<file path="src/rtl/rtc_spi_pkg.sv">
package rtc_spi_pkg;
    localparam int AW        = 4;
    localparam int DW        = 8;
    localparam int NTIME     = 7;
    localparam int CTL1_ADDR = 14;
    localparam int CTL2_ADDR = 15;
    localparam int OSC_BIT   = 4;
    localparam int LV_BIT    = 6;
    localparam int H24_BIT   = 5;

    typedef enum logic [1:0] {ST_CMD, ST_WR, ST_RD, ST_SKIP} cmd_state_t;

    // bits each slot keeps; zero for unimplemented slots
    function automatic logic [DW-1:0] field_mask(input logic [AW-1:0] a);
        unique case (a)
            4'd0, 4'd1: field_mask = 8'h7F;
            4'd2, 4'd4: field_mask = 8'h3F;
            4'd3:       field_mask = 8'h07;
            4'd5:       field_mask = 8'h9F;
            4'd6:       field_mask = 8'hFF;
            4'd14:      field_mask = 8'hFF;
            4'd15:      field_mask = 8'hFF;
            default:    field_mask = 8'h00;
        endcase
    endfunction
endpackage

</file>
<file path="src/rtl/rtc_spi_shifter.sv">
module rtc_spi_shifter #(
    parameter int DW = 8
) (
    input  logic          clk,
    input  logic          rst_n,
    input  logic          cs,
    input  logic          sck,
    input  logic          mosi,
    input  logic          load,
    input  logic [DW-1:0] load_data,
    output logic          miso,
    output logic          byte_done,
    output logic [DW-1:0] rx_byte
);
    localparam int CW = $clog2(DW);

    logic          sck_q;
    logic [CW-1:0] cnt;
    logic [DW-1:0] rx_sh;
    logic [DW-1:0] tx_sh;
    logic          rise, fall;

    assign rise = cs &&  sck && !sck_q;
    assign fall = cs && !sck &&  sck_q;

    always_ff @(posedge clk) begin
        if (!rst_n) begin
            sck_q     <= 1'b0;
            cnt       <= '0;
            rx_sh     <= '0;
            tx_sh     <= '0;
            miso      <= 1'b0;
            byte_done <= 1'b0;
            rx_byte   <= '0;
        end else begin
            sck_q     <= sck;
            byte_done <= 1'b0;
            if (!cs) begin
                cnt   <= '0;
                rx_sh <= '0;
                tx_sh <= '0;
                miso  <= 1'b0;
            end else begin
                if (fall) begin
                    rx_sh <= {rx_sh[DW-2:0], mosi};
                    if (cnt == CW'(DW-1)) begin
                        cnt       <= '0;
                        byte_done <= 1'b1;
                        rx_byte   <= {rx_sh[DW-2:0], mosi};
                    end else begin
                        cnt <= cnt + 1'b1;
                    end
                end
                if (rise) begin
                    miso  <= tx_sh[DW-1];
                    tx_sh <= {tx_sh[DW-2:0], 1'b0};
                end
                if (load) tx_sh <= load_data;
            end
        end
    end
endmodule

</file>
<file path="src/rtl/rtc_spi_cmd_fsm.sv">
module rtc_spi_cmd_fsm
    import rtc_spi_pkg::*;
(
    input  logic          clk,
    input  logic          rst_n,
    input  logic          cs,
    input  logic          byte_done,
    input  logic [DW-1:0] rx_byte,
    output logic          load,
    output logic [AW-1:0] addr,
    output logic          wr_en,
    output logic [AW-1:0] wr_addr,
    output logic [DW-1:0] wr_data
);
    cmd_state_t state, nxt;
    logic       burst;

    always_ff @(posedge clk) begin
        if (!rst_n) state <= ST_CMD;
        else        state <= nxt;
    end

    always_comb begin
        nxt = state;
        if (!cs) begin
            nxt = ST_CMD;
        end else begin
            unique case (state)
                ST_CMD:       if (byte_done) nxt = rx_byte[2] ? ST_RD : ST_WR;
                ST_WR, ST_RD: if (byte_done && !burst) nxt = ST_SKIP;
                ST_SKIP:      nxt = ST_SKIP;
            endcase
        end
    end

    always_ff @(posedge clk) begin
        if (!rst_n) begin
            burst   <= 1'b0;
            addr    <= '0;
            load    <= 1'b0;
            wr_en   <= 1'b0;
            wr_addr <= '0;
            wr_data <= '0;
        end else begin
            load  <= 1'b0;
            wr_en <= 1'b0;
            if (!cs) begin
                burst <= 1'b0;
                addr  <= '0;
            end else if (byte_done) begin
                unique case (state)
                    ST_CMD: begin
                        addr  <= rx_byte[DW-1:DW-AW];
                        burst <= !rx_byte[3];
                        load  <= rx_byte[2];
                    end
                    ST_WR: begin
                        wr_en   <= 1'b1;
                        wr_addr <= addr;
                        wr_data <= rx_byte;
                        addr    <= addr + 1'b1;
                    end
                    ST_RD: begin
                        addr <= addr + 1'b1;
                        load <= burst;
                    end
                    ST_SKIP: ;
                endcase
            end
        end
    end
endmodule

</file>
<file path="src/rtl/rtc_regfile.sv">
module rtc_regfile
    import rtc_spi_pkg::*;
(
    input  logic                clk,
    input  logic                rst_n,
    input  logic                cs,
    input  logic                wr_en,
    input  logic [AW-1:0]       wr_addr,
    input  logic [DW-1:0]       wr_data,
    input  logic [AW-1:0]       rd_addr,
    output logic [DW-1:0]       rd_data,
    input  logic                upd_valid,
    input  logic [NTIME*DW-1:0] upd_time,
    input  logic                osc_fail,
    input  logic                low_volt,
    output logic [NTIME*DW-1:0] cur_time,
    output logic                mode_24h,
    output logic [DW-1:0]       ctl2_q
);
    logic [DW-1:0]       tr [NTIME];
    logic [DW-1:0]       ctl1_q;
    logic [DW-1:0]       ctl2_nxt;
    logic [NTIME*DW-1:0] pend_time;
    logic                pend, time_wr, cs_q, release_apply;

    assign release_apply = !cs && cs_q && pend && !time_wr;
    assign mode_24h      = ctl1_q[H24_BIT];

    for (genvar g = 0; g < NTIME; g++) begin : g_out
        assign cur_time[g*DW +: DW] = tr[g];
    end

    always_comb begin
        ctl2_nxt = ctl2_q;
        if (wr_en && wr_addr == AW'(CTL2_ADDR)) begin
            ctl2_nxt          = wr_data;
            ctl2_nxt[OSC_BIT] = wr_data[OSC_BIT] & ctl2_q[OSC_BIT];
            ctl2_nxt[LV_BIT]  = wr_data[LV_BIT]  & ctl2_q[LV_BIT];
        end
        ctl2_nxt[OSC_BIT] = ctl2_nxt[OSC_BIT] | osc_fail;
        ctl2_nxt[LV_BIT]  = ctl2_nxt[LV_BIT]  | low_volt;
    end

    always_comb begin
        rd_data = '0;
        for (int i = 0; i < NTIME; i++)
            if (rd_addr == AW'(i)) rd_data = tr[i];
        if (rd_addr == AW'(CTL1_ADDR)) rd_data = ctl1_q;
        if (rd_addr == AW'(CTL2_ADDR)) rd_data = ctl2_q;
    end

    always_ff @(posedge clk) begin
        if (!rst_n) begin
            for (int i = 0; i < NTIME; i++) tr[i] <= '0;
            ctl1_q    <= '0;
            ctl2_q    <= DW'(1) << OSC_BIT;
            pend      <= 1'b0;
            pend_time <= '0;
            time_wr   <= 1'b0;
            cs_q      <= 1'b0;
        end else begin
            cs_q   <= cs;
            ctl2_q <= ctl2_nxt;
            if (cs) begin
                if (upd_valid) begin
                    pend      <= 1'b1;
                    pend_time <= upd_time;
                end
                if (wr_en && wr_addr < AW'(NTIME)) time_wr <= 1'b1;
            end else begin
                pend    <= 1'b0;
                time_wr <= 1'b0;
            end
            for (int i = 0; i < NTIME; i++) begin
                if (release_apply)
                    tr[i] <= pend_time[i*DW +: DW] & field_mask(AW'(i));
                if (!cs && upd_valid)
                    tr[i] <= upd_time[i*DW +: DW] & field_mask(AW'(i));
                if (wr_en && wr_addr == AW'(i))
                    tr[i] <= wr_data & field_mask(AW'(i));
            end
            if (wr_en && wr_addr == AW'(CTL1_ADDR)) ctl1_q <= wr_data;
        end
    end
endmodule

</file>
<file path="src/rtl/rtc_spi_target.sv">
module rtc_spi_target
    import rtc_spi_pkg::*;
(
    input  logic                clk,
    input  logic                rst_n,
    input  logic                spi_cs,
    input  logic                spi_sck,
    input  logic                spi_mosi,
    output logic                spi_miso,
    input  logic                upd_valid,
    input  logic [NTIME*DW-1:0] upd_time,
    input  logic                osc_fail,
    input  logic                low_volt,
    output logic [NTIME*DW-1:0] cur_time,
    output logic                mode_24h
);
    logic          byte_done, load, wr_en;
    logic [DW-1:0] rx_byte, rd_data, wr_data, ctl2_q;
    logic [AW-1:0] addr, wr_addr;

    rtc_spi_shifter #(.DW(DW)) u_shift (
        .clk(clk), .rst_n(rst_n), .cs(spi_cs), .sck(spi_sck), .mosi(spi_mosi),
        .load(load), .load_data(rd_data), .miso(spi_miso),
        .byte_done(byte_done), .rx_byte(rx_byte)
    );

    rtc_spi_cmd_fsm u_fsm (
        .clk(clk), .rst_n(rst_n), .cs(spi_cs), .byte_done(byte_done),
        .rx_byte(rx_byte), .load(load), .addr(addr), .wr_en(wr_en),
        .wr_addr(wr_addr), .wr_data(wr_data)
    );

    rtc_regfile u_regs (
        .clk(clk), .rst_n(rst_n), .cs(spi_cs), .wr_en(wr_en),
        .wr_addr(wr_addr), .wr_data(wr_data), .rd_addr(addr), .rd_data(rd_data),
        .upd_valid(upd_valid), .upd_time(upd_time), .osc_fail(osc_fail),
        .low_volt(low_volt), .cur_time(cur_time), .mode_24h(mode_24h),
        .ctl2_q(ctl2_q)
    );
endmodule

</file>
<file path="config.mk">
export PLATFORM = sky130hd
export DESIGN_NAME = rtc_spi_target
export DESIGN_NICKNAME = d
export VERILOG_FILES = /design/src/rtl/rtc_spi_pkg.sv /design/src/rtl/rtc_spi_shifter.sv /design/src/rtl/rtc_spi_cmd_fsm.sv /design/src/rtl/rtc_regfile.sv /design/src/rtl/rtc_spi_target.sv
export SDC_FILE = /design/constraint.sdc
export NUM_CORES = 1
export LEC_CHECK = 0
export BUFFER_PORTS_ARGS = -buffer_cell sky130_fd_sc_hd__clkbuf_2
export CAP_MARGIN = 0
export CORE_AREA = 8 8 154 156
export DETAILED_ROUTE_END_ITERATION = 6
export DIE_AREA = 0 0 162 164
export PLACE_DENSITY = 0.67
export SLEW_MARGIN = 40
export SYNTH_ARGS = -nofsm -noshare
export SYNTH_HDL_FRONTEND = slang
export SYNTH_SLANG_ARGS = --single-unit
</file>
<file path="constraint.sdc">
create_clock -name clk -period 3.65 [get_ports clk]
set_input_delay 0.365 -clock clk [delete_from_list [all_inputs] [get_ports clk]]
set_output_delay 0.365 -clock clk [all_outputs]
set_load 0.01 [all_outputs]
</file>
* Word level (Yosys, flattened, before mapping)
Memory sizes are Yosys's and may differ from the RTL's.
Index checks and enable logic that the tools add are counted.
** Storage, ports and cells
- Logic and storage cells :: 237
- Memory bits (writable) :: 56
- Input port bits :: 64
- Output and inout port bits :: 58
- Bits in registers :: 125
- Memories kept :: 1
** Memory list
- u_regs.tr :: depth 7, width 8, rd ports 7, clocked after Yosys merged registers in 0, wr ports 7, line rtc_regfile.sv:20 : logic [DW-1:0] tr [NTIME];
** Operators by class
- Muxes and demuxes :: 104
- Add/subtract/negate cells :: 2
- Reductions and logical operators :: 40
- Bitwise operators :: 46
- Equality and inequality tests :: 22
- Magnitude comparators :: 1
** Operators with widths (number)
- $mux W8 :: 66
- $and A8 B8 Y8 :: 21
- $mux W1 :: 30
- $eq A4 B3 Y1 const B :: 6
- $or A1 B1 Y1 :: 23
- $logic_and A1 B1 Y1 :: 19
- $eq A4 B2 Y1 const B :: 4
- $eq A4 B4 Y1 const B :: 4
- $reduce_and A3 Y1 :: 4
- $reduce_and A2 Y1 :: 5
- $eq A4 B1 Y1 const B :: 2
- $logic_not A4 Y1 :: 2
- $pmux W4 S2 :: 1
- $mux W7 :: 1
- $logic_not A1 Y1 :: 6
- $mux W2 :: 3
- $pmux W2 S3 :: 1
- $add A4 B1 Y4 const B :: 1
- $eq A2 B2 Y1 const B :: 2
- $lt A4 B3 Y1 const B :: 1
- $reduce_bool A2 Y1 :: 2
- $add A3 B1 Y3 const B :: 1
- $eq A3 B3 Y1 const B :: 1
- $mux W3 :: 1
- other kinds (7) :: 8

* Longest topological paths before layout
- Depth in word-level cells :: 11
- Gate-level depth with buffers :: 9

* Cells and area by module
Synthesis repeated with hierarchy kept, for this count alone.
** Second synthesis, totals
- Cell total of the unflattened synthesis :: 839
- Area, all modules :: 7737.4 µm²
** Modules (own cells, without submodules)
- rtc_regfile :: cells each 605, instances 1, area an instance 5570.3 µm², sequential area each 2532.4 µm²
- rtc_spi_shifter :: cells each 126, instances 1, area an instance 1177.4 µm², sequential area each 580.6 µm²
- rtc_spi_cmd_fsm :: cells each 108, instances 1, area an instance 989.7 µm², sequential area each 420.4 µm²

* Worst setup path after synthesis
No wires, ideal clock.
- Path type :: register to register
- Start point :: reg u_fsm.wr_addr[1]
- End point :: mem u_regs.tr[6][0], in the netlist u_regs.tr[3][0] (enable)
- Path slack :: 1858 ps
- Required time :: 3266 ps
- Cell stages (with the launch flop) :: 4
- Buffers on the path :: 1
- Arrival time :: 1408 ps
- Path through :: dfxtp_1 nand2b_1 buf_2 o21ai_0
** RTL lines
- start: declaration :: line rtc_spi_cmd_fsm.sv:12 : output logic [AW-1:0] wr_addr,
- start signal: assignment :: line rtc_spi_cmd_fsm.sv:59 : wr_addr <= addr;
- end: declaration :: line rtc_regfile.sv:20

* Worst setup path in the final report
- Start point :: reg u_fsm.addr[0]
- End point :: reg u_shift.tx_sh[0]
** On the way
- Word-level cells in the longest chain between the ends :: 11
- Elaborated cells on any way between the ends :: 19
- Classes of those cells :: 8 x eq/ne; 10 x mux; 1 x reduce/logical
** Ends and longest elaborated chain
- start: declaration :: line rtc_spi_cmd_fsm.sv:10 : output logic [AW-1:0] addr,
- start signal: assignment :: line rtc_spi_cmd_fsm.sv:53 : addr <= rx_byte[DW-1:DW-AW];
- start signal: assignment :: line rtc_spi_cmd_fsm.sv:61 : addr <= addr + 1'b1;
- start signal: assignment :: line rtc_spi_cmd_fsm.sv:64 : addr <= addr + 1'b1;
- $logic_not A4 Y1 :: line rtc_regfile.sv:47 : if (rd_addr == AW'(i)) rd_data = tr[i];
- $mux W8 (7 in a row) :: line rtc_regfile.sv:47
- $mux W8 :: line rtc_regfile.sv:48 : if (rd_addr == AW'(CTL1_ADDR)) rd_data = ctl1_q;
- $mux W8 * :: line rtc_regfile.sv:49 : if (rd_addr == AW'(CTL2_ADDR)) rd_data = ctl2_q;
- $mux W8 * :: line rtc_spi_shifter.sv:58 : if (load) tx_sh <= load_data;
- end signal: assignment :: line rtc_spi_shifter.sv:56 : tx_sh <= {tx_sh[DW-2:0], 1'b0};
- end signal: assignment :: line rtc_spi_shifter.sv:58
- end: declaration :: line rtc_spi_shifter.sv:20 : logic [DW-1:0] tx_sh;
Mark *: on every way between the ends. The rest lies on a longest branch, timed or not.
A chain may end at the register's enable or synchronous reset.

==> out/results.tsv <==
metric	value	unit
status	complete, no violations	
synth-main-ff-cell	dfxtp_1	
synthArstFlopShare	0	
detail-route-antenna-nets	0	
io_buffers	95	
cp_slowest_stage_delay	0.63	ns
grt_use_total	0.161	
power.density	445	nW/um2
gp_congestion	0.852	
cp.required	3.96	ns
core	21400	um2
ctsResizeCount	0	
cts_tree	yes	
hp-start	osc_fail	
syn2layout_area_growth	15.8	%
routedWlPerCell	17.7	um
grt_pass1_wl	33500	um
clock-sinks	155	
grt_max_degree	34	
drc	0	
placed_cells	1193	
start_util	0.353	
ys_ff_latch	155	
post-route-min-period	2.44	ns
worstReg2RegStart	u_fsm.addr[0]	
drv_slew	0	
design_area	8730	um2
power.leakage	3.12	nW
stdcell_count	1225	
wl	21700	um
hold_ws	0.148	ns
drive_above_1_share	0.151	
h-tree-depth	4	
cts-root-buf	clkbuf_16	
dp_hpwl	15700	um
cts_buffer_depth	2	
tns	0	ns
endpoint_kind	flip-flop	
rr_endpoint	u_shift.tx_sh[0]	
rsz0062_at_grt	false	
rows	54	
fin_nets	1007	
final_common_cell	nand2_1	
syn_area_per_cell	8.72	um2
crit_top_cell	a21oi_1	
synth_edf_count	43	
crit_chain	inv_1, ha_1, clkinv_1, a21oi_1, a41o_1, a21oi_1, o311a_1	
slowest_stage	ha_1	
clock_skew	0.00793	ns
fillers	2191	
ys_seq_area_frac	0.469	
drt-initial-drc-count	595	
cts_buffers	17	
dieWidth	162	um
diodes	0	
syn_area	7530	um2
hold_end	u_regs.ctl2_q[4]	
grt_remaining_overflow	0	
dr.pass1.iters	5	
yosysWarnings	0	
peakVddDrop	0.000336	V
grt_pass1_vias	6034	
crit_fanout	19	
holdCritPathClass	in -> reg	
layout_common_cells	nand2_1, dfxtp_1, clkbuf_2	
ioPinCount	122	
clk_pin_slew_worst_paths	0.06	ns
worst_slew_pin_slew	0.811	ns
max_clock_freq	409	MHz
viasPerCell	5.21	
maxSlewHeadroom	0.458	
post-cts-setup-buffers	0	
die-area	26600	um2
ff2ff_path_depth	7	
ctsHoldBuffers	0	
synthCells	864	
die_y	164	um
drv_cap	0	
crit_arrival	2.75	ns
synth_cell_type_count	54	
insertion_delay	0.42	ns
hold_viol	0	
worstSetupPathType	reg -> reg	
antenna_found_initial	0	
worst-r2r-setup-slack	1.21	ns
critPathLaunchType	flip-flop	
vias	6386	
finalCritPeriodShare	0.670	
place_area	8150	um2
min_path_cells	2	
setup_viol	0	
logic make-up (layout without fill, tap and decap cells):
group                      count (synthesis)  count (layout)  share of synthesized area
muxes                                     49              49                     0.0654
and+or+nand+nor                          326             326                      0.193
DFF                                      155             155                      0.469
buffers and inverters                     86             155                     0.0535
adders and majority gates                 11              11                     0.0183
AOI/OAI and AO/OA                        236             236                      0.201
other                                      1              13                   0.000498
registers in the layout, summed over array words and instances (netlist names), 2 cells and up:
register	flops
u_regs.ctl1_q	8
u_shift.rx_sh	7
u_fsm.wr_addr	4
u_regs.tr	43
u_shift.rx_byte	8
u_regs.ctl2_q	8
u_regs.pend_time	43
u_shift.tx_sh	8
u_shift.cnt	3
u_fsm.addr	4
u_fsm.wr_data	8
u_fsm.state	2
layer usage:
| layer | track usage | part of all wire | vias up | wire length [um] |
|---|---|---|---|---|
| li1 | - | - | 3102 | - |
| met1 | 0.218 | 0.46 | 3034 | 9960 |
| met2 | 0.251 | 0.45 | 225 | 9800 |
| met3 | 0.0338 | 0.070 | 25 | 1520 |
| met4 | 0.0568 | 0.018 | 0 | 388 |
| met5 | 0 | 0 | - | 0 |
power breakdown:
part	internal, mW	total (mW)	leakage, nW	switching, mW
combinational	0.104	0.268	1.48	0.164
sequential	1.83	1.87	1.37	0.0447
clock	1.06	1.75	0.275	0.687
total	2.99	3.88	3.12	0.896
cell type report:
class	count	area, um2	area share
clock buffers	25	485	0.0556
clock inverters	7	90.1	0.0103
inverters	17	63.8	0.00731
well taps	280	350	0.0401
flip-flops and latches	155	3530	0.405
repair buffers	106	558	0.0640
multi-input cells	635	3640	0.418
worst max path at each step:
stage                     slack, ns  cells past startpoint        startpoint               end
after detailed placement       1.19                      4             rst_n   u_regs.tr[1][5]
after global placement         1.23                      4             rst_n   u_regs.tr[1][5]
after global routing           1.02                      7     u_fsm.addr[0]  u_shift.tx_sh[5]
after floorplan                1.86                      3  u_fsm.wr_addr[1]   u_regs.tr[3][0]
final                          1.21                      7     u_fsm.addr[0]  u_shift.tx_sh[0]
after CTS                      1.25                      6     u_fsm.addr[0]  u_shift.tx_sh[1]
Yosys cell counts (all sizes together), types with 9 or more instances:
master,n,area [um2]
nand3,10,50.1
clkbuf,34,128
a21boi,69,518
nor2b,12,75.1
inv,16,60.1
nand2,226,848
and2,13,81.3
o21ai,76,380
buf,35,211
nor2,31,139
ha,11,138
a21oi,36,180
dfxtp,112,2240
nand2b,9,56.3
edfxtp,43,1290
mux2i,47,470
stage by stage:
step           setup slack (ns)  power [mW]   util
2_1_floorplan              1.86        2.05      -
3_3_place_gp               1.23        2.17  0.382
3_5_place_dp               1.19        2.18  0.382
4_1_cts                    1.25        3.91  0.409
5_1_grt                    1.02        4.02  0.409
6_report                   1.21        3.88  0.409
critical path: cells and delay by family (launching register included):
family | cells | cell delay (ns)
AO/OA/AOI/OAI | 4 | 0.77
adder cells (fa/ha/maj) | 1 | 0.63
buffers and inverters | 2 | 0.59
flip-flops | 1 | 0.35
Note: power is estimated with default switching activity, not from simulation.
